<file path="config.mk">
export PLATFORM = sky130hd
export DESIGN_NAME = uart_iid_prio
export DESIGN_NICKNAME = d
export VERILOG_FILES = /design/src/rtl/uart_iid_pkg.sv /design/src/rtl/iid_txe_tracker.sv /design/src/rtl/iid_src_select.sv /design/src/rtl/uart_iid_prio.sv
export SDC_FILE = /design/constraint.sdc
export NUM_CORES = 1
export LEC_CHECK = 0
export CORE_AREA = 2 2 39 41
export CTS_CLUSTER_SIZE = 20
export DETAILED_ROUTE_END_ITERATION = 16
export DIE_AREA = 0 0 41 43
export DONT_BUFFER_PORTS = 1
export SLEW_MARGIN = 20
export SYNTH_ARGS = -nofsm -noshare
export SYNTH_HDL_FRONTEND = slang
export SYNTH_SLANG_ARGS = --single-unit
</file>
<file path="constraint.sdc">
create_clock -name clk -period 1.7 [get_ports clk]
set_clock_uncertainty 0.05 [all_clocks]
set_input_delay 0.34 -clock clk [delete_from_list [all_inputs] [get_ports clk]]
set_output_delay 0.34 -clock clk [all_outputs]
set_load 0.02 [all_outputs]
</file>
<file path="src/rtl/uart_iid_pkg.sv">
package uart_iid_pkg;

    typedef enum logic [2:0] {
        SRC_NONE,
        SRC_LINE,
        SRC_TMO,
        SRC_RXD,
        SRC_TXE,
        SRC_MDM
    } src_e;

    typedef enum logic {
        TXE_IDLE,
        TXE_PENDING
    } txe_state_e;

    localparam logic [3:0] CODE_NONE = 4'h1;
    localparam logic [3:0] CODE_LINE = 4'h6;
    localparam logic [3:0] CODE_TMO  = 4'hC;
    localparam logic [3:0] CODE_RXD  = 4'h4;
    localparam logic [3:0] CODE_TXE  = 4'h2;
    localparam logic [3:0] CODE_MDM  = 4'h0;

    // enable register bit positions
    localparam int EN_RXD  = 0;
    localparam int EN_TXE  = 1;
    localparam int EN_LINE = 2;
    localparam int EN_MDM  = 3;

endpackage

</file>
<file path="src/rtl/iid_txe_tracker.sv">
module iid_txe_tracker
    import uart_iid_pkg::*;
(
    input  logic clk,
    input  logic rst_n,
    input  logic set_ev,
    input  logic clr_ev,
    output logic pending
);

    txe_state_e state_q, state_d;

    always_ff @(posedge clk) begin
        if (!rst_n) state_q <= TXE_IDLE;
        else        state_q <= state_d;
    end

    always_comb begin
        state_d = state_q;
        unique case (state_q)
            TXE_IDLE:    if (set_ev) state_d = TXE_PENDING;
            TXE_PENDING: if (clr_ev && !set_ev) state_d = TXE_IDLE;
            default:     state_d = TXE_IDLE;
        endcase
    end

    always_comb pending = (state_q == TXE_PENDING);

    // a set event always leaves the tracker pending
    p_set_wins_r12: assert property (@(posedge clk) disable iff (!rst_n)
        set_ev |=> pending);

    // a clear without a set empties the tracker
    p_clear_r8: assert property (@(posedge clk) disable iff (!rst_n)
        (clr_ev && !set_ev) |=> !pending);

endmodule

</file>
<file path="src/rtl/iid_src_select.sv">
module iid_src_select
    import uart_iid_pkg::*;
#(
    parameter int CNT_W = 5
) (
    input  logic             clk,
    input  logic             rst_n,
    input  logic [3:0]       ier,
    input  logic [3:0]       line_err,
    input  logic             rx_ready,
    input  logic             char_tmo,
    input  logic [CNT_W-1:0] rx_count,
    input  logic [CNT_W-1:0] rx_trig,
    input  logic             txe_pending,
    input  logic [3:0]       modem_delta,
    input  logic             fifo_en,
    output src_e             src
);

    logic line_hit, tmo_hit, rxd_hit, txe_hit, mdm_hit, level_ok;

    always_comb begin
        level_ok = !fifo_en || (rx_count >= rx_trig);
        line_hit = ier[EN_LINE] && (|line_err);
        tmo_hit  = ier[EN_RXD] && char_tmo;
        rxd_hit  = ier[EN_RXD] && rx_ready && level_ok;
        txe_hit  = ier[EN_TXE] && txe_pending;
        mdm_hit  = ier[EN_MDM] && (|modem_delta);
    end

    always_comb begin
        if (line_hit)     src = SRC_LINE;
        else if (tmo_hit) src = SRC_TMO;
        else if (rxd_hit) src = SRC_RXD;
        else if (txe_hit) src = SRC_TXE;
        else if (mdm_hit) src = SRC_MDM;
        else              src = SRC_NONE;
    end

    // enabled line error always wins
    p_line_first_r4: assert property (@(posedge clk) disable iff (!rst_n)
        (ier[2] && line_err != 4'h0) |-> src == SRC_LINE);

    // modem reported only with its enable and a delta, nothing above it
    p_modem_last_r10: assert property (@(posedge clk) disable iff (!rst_n)
        (src == SRC_MDM) |-> (ier[3] && modem_delta != 4'h0 && !rx_ready_gate()));

    function automatic logic rx_ready_gate();
        return (ier[0] && (char_tmo || (rx_ready && level_ok))) ||
               (ier[2] && line_err != 4'h0) || (ier[1] && txe_pending);
    endfunction

endmodule

</file>
<file path="src/rtl/uart_iid_prio.sv">
module uart_iid_prio
    import uart_iid_pkg::*;
#(
    parameter int FIFO_DEPTH = 16,
    parameter int CNT_W      = $clog2(FIFO_DEPTH) + 1
) (
    input  logic             clk,
    input  logic             rst_n,
    input  logic             ier_wr,
    input  logic [7:0]       ier_wdata,
    input  logic             iir_rd,
    input  logic [3:0]       line_err,
    input  logic             rx_ready,
    input  logic             char_tmo,
    input  logic [CNT_W-1:0] rx_count,
    input  logic [CNT_W-1:0] rx_trig,
    input  logic             thr_empty,
    input  logic             txe_raise,
    input  logic             txe_drop,
    input  logic [3:0]       modem_delta,
    input  logic             fifo_en,
    output logic [3:0]       ier_q,
    output logic [7:0]       iir_q,
    output logic             irq
);

    src_e       src;
    logic       txe_pending;
    logic       set_ev, clr_ev;
    logic [3:0] code;

    always_ff @(posedge clk) begin
        if (!rst_n)      ier_q <= 4'h0;
        else if (ier_wr) ier_q <= ier_wdata[3:0];
    end

    always_comb begin
        set_ev = txe_raise || (ier_wr && thr_empty);
        clr_ev = txe_drop  || (iir_rd && src == SRC_TXE);
    end

    iid_txe_tracker u_txe (
        .clk     (clk),
        .rst_n   (rst_n),
        .set_ev  (set_ev),
        .clr_ev  (clr_ev),
        .pending (txe_pending)
    );

    iid_src_select #(.CNT_W(CNT_W)) u_sel (
        .clk         (clk),
        .rst_n       (rst_n),
        .ier         (ier_q),
        .line_err    (line_err),
        .rx_ready    (rx_ready),
        .char_tmo    (char_tmo),
        .rx_count    (rx_count),
        .rx_trig     (rx_trig),
        .txe_pending (txe_pending),
        .modem_delta (modem_delta),
        .fifo_en     (fifo_en),
        .src         (src)
    );

    always_comb begin
        unique case (src)
            SRC_LINE: code = CODE_LINE;
            SRC_TMO:  code = CODE_TMO;
            SRC_RXD:  code = CODE_RXD;
            SRC_TXE:  code = CODE_TXE;
            SRC_MDM:  code = CODE_MDM;
            default:  code = CODE_NONE;
        endcase
    end

    always_comb begin
        iir_q = {{2{fifo_en}}, 2'b00, code};
        irq   = (src != SRC_NONE);
    end

    // request and identification byte agree
    p_irq_code_r11: assert property (@(posedge clk) disable iff (!rst_n)
        irq == (iir_q[3:0] != 4'h1));

    // only the low nibble of a write is kept
    p_ier_low_r9: assert property (@(posedge clk) disable iff (!rst_n)
        ier_wr |=> ({4'h0, ier_q} == ($past(ier_wdata) & 8'h0F)));

    // write with empty holding register arms the transmit-empty source
    p_ier_arm_r9: assert property (@(posedge clk) disable iff (!rst_n)
        (ier_wr && thr_empty) |=> txe_pending);

endmodule

</file>
==> flow_metrics.tcl <==
set metrics [dict create \
    status "finished, violations left" \
    violations "negative setup slack" \
    power_switching_share_pct 30.5 \
    grt_pass1_vias 390 \
    netlist-cell-type-count 22 \
    comb_power_share_pct 30.7 \
    clkPwrFrac_pct 34.9 \
    io_pins 49 \
    portBuffers 0 \
    antenna_left 0 \
    ys_ff_latch 5 \
    holdWs_ns 0.185 \
    initial_core_util_pct 32.5 \
    grt_max_degree 6 \
    final-seq-area_um2 100 \
    yosysSeqAreaShare_pct 22.3 \
    power_switching_uw 120 \
    rsz0062_at_grt "true" \
    ys_warn_count 0 \
    grt_pass1_wl_um 1500 \
    drv_slew 0 \
    hp-class "in2reg" \
    crit_buf_inv 3 \
    setup_tns_ns -0.190 \
    final.fill_count 135 \
    clockRootBuffer "clkbuf_4" \
    rows 14 \
    cp_cell_sequence "inv_1, ha_2, nand2_2, o21ai_2, a221oi_2, buf_4, nand4_1, buf_4" \
    pwr-share-seq_pct 34.4 \
    multi_input_area_um2 359 \
    die-area_um2 1760 \
    final_nets 102 \
    dp_slack_ns -0.150 \
    holdBufCountCts 0 \
    p_leak_nw 0.251 \
    cp_top_family "buffers and inverters" \
    wirelength_um 964 \
    internal_power_uw 273 \
    synth_cells 54 \
    cpMostUsedCell "buf_4" \
    antenna_found_initial 0 \
    powerDensity_nw_per_um2 668 \
    vias_per_cell 5.17 \
    finalCoreUtilization_pct 42.5 \
    final_common_cell "buf_4" \
    routedWlPerCell_um 12.7 \
    fp.dieH_um 43 \
    postSynthAreaPerCell_um2 8.32 \
    area_growth_pct 30.9 \
    firstDrtPassIters 3 \
    required_ns 1.31 \
    crit_path_end_kind "output pin" \
    fin_crit_sh_pct 104 \
    min_period_ns 1.78 \
    critPathKind "in2out" \
    cts_buffers 3 \
    clock-sinks 5 \
    fmax_ghz 0.563 \
    gr-total-overflow 0 \
    core_region_area_um2 1380 \
    drive_gt1_share_pct 40.0 \
    antenna_cells 0 \
    clk_pin_slew_worst_paths_ns 0.04 \
    track_usage_pct 13.2 \
    gp_congestion 0.608 \
    clkLatencyLatePin_ns 0.24 \
    setup_viol 3 \
    vias 393 \
    layout_common_cells "buf_4 (6), nor2b_1 (5), dfxtp_1 (5)" \
    max-cap-violations 0 \
    path_max_fanout 5 \
    hpwl_um 837 \
    peakVddDrop_mv 0.209 \
    cp_slowest_stage_delay_ns 0.26 \
    cp.arrival_ns 1.39 \
    cts.htree.levels 1 \
    die_w_um 41 \
    drt_iter0_drc 1 \
    worst_path_max_delay_cell "ha_2" \
    cts_tree "yes" \
    p_total_uw 393 \
    clock_path_buffers 2 \
    fin_ws_ns -0.0751 \
    syn-cell-area_um2 449 \
    remaining_drc_errors 0 \
    start_kind "input port" \
    final_hold_viol_count 0 \
]
-- stage by stage --
step | cells | cell area [µm²]
floorplan | 55 | 497
global placement | 71 | 520
detailed placement | 71 | 520
CTS | 76 | 577
global route | 76 | 588
finish | 76 | 588
-- power groups by stage --
stage               sequential [mW]  combinational [mW]  clock (mW)
CTS                           0.135               0.117       0.141
global route                  0.136               0.134       0.148
finish                        0.135               0.121       0.137
floorplan                     0.140              0.0934           0
detailed placement            0.137               0.109           0
global placement              0.137               0.107           0
-- worst paths after layout --
check	endpoint	cells after the start	startpoint	slack [ns]
max	irq	8	rx_trig[1]	-0.08
min reg2reg	ier_q[3]	2	ier_q[3]	0.58
min	ier_q[3]	1	rst_n	0.19
max reg2reg	u_txe.pending	3	ier_q[1]	0.53
-- synthesized netlist by cell type, drive strengths merged --
library cell | instances | area (µm²)
nand2 | 6 | 22.5
a31o | 1 | 8.76
a21o | 1 | 7.51
mux2i | 4 | 40.0
o21ai | 2 | 10.0
buf | 4 | 30.0
nor4b | 1 | 15.0
nor2 | 1 | 3.75
inv | 6 | 22.5
dfxtp | 5 | 100
conb | 1 | 3.75
and3 | 1 | 6.26
ha | 5 | 62.6
o41a | 1 | 11.3
clkbuf | 1 | 3.75
a221oi | 1 | 15.0
nand4 | 1 | 6.26
a31oi | 1 | 6.26
nor2b | 6 | 37.5
o41ai | 2 | 17.5
and4 | 1 | 8.76
a21oi | 2 | 10.0
-- worst register-to-register path: stages (launching register included) --
cell     delay, ns
dfxtp_1       0.49
nand2_1       0.16
nor4b_2       0.27
a21oi_1       0.09
-- cell type report --
| cell class | instances | share of cell area, % |
|---|---|---|
| Sequential cell | 5 | 17.0 |
| Timing Repair Buffer | 6 | 7.66 |
| Multi-Input combinational cell | 39 | 61.1 |
| Inverter | 6 | 6.38 |
| Tap cell | 16 | 3.40 |
| Clock buffer | 4 | 4.47 |
-- timing repair --
action,4_1_cts,5_1_grt
pin swaps,6,2
endpoints found under the setup margin,4,4
gates cloned,0,0
gates resized for setup,4,4
buffers inserted,1,0
-- routing by layer --
metal | vias up | global-route usage, % | share of wire [%]
li1 | 199 | - | -
met3 | 2 | 6.81 | 11
met2 | 21 | 20.6 | 50
met5 | - | 0 | 0
met1 | 171 | 11.9 | 37
met4 | 0 | 10.0 | 2.0
-- sequential cells by signal, summed over array words and instances (netlist names) --
register / cells
ier_q: 4
u_txe.pending: 1
-- logic make-up (layout without fill, tap and decap cells) --
kind of cell / Yosys count / after routing / share of synthesized area (%)
AO/OA/AOI/OAI: 11 / 11 / 19.2
adder cells (fa/ha/maj): 5 / 5 / 13.9
buffers and inverters: 11 / 16 / 12.5
flip-flops: 5 / 5 / 22.3
multiplexers: 4 / 4 / 8.91
other: 1 / 2 / 0.835
AND/OR/NAND/NOR: 17 / 17 / 22.3
No activity file was read; power rests on OpenSTA's default activity.
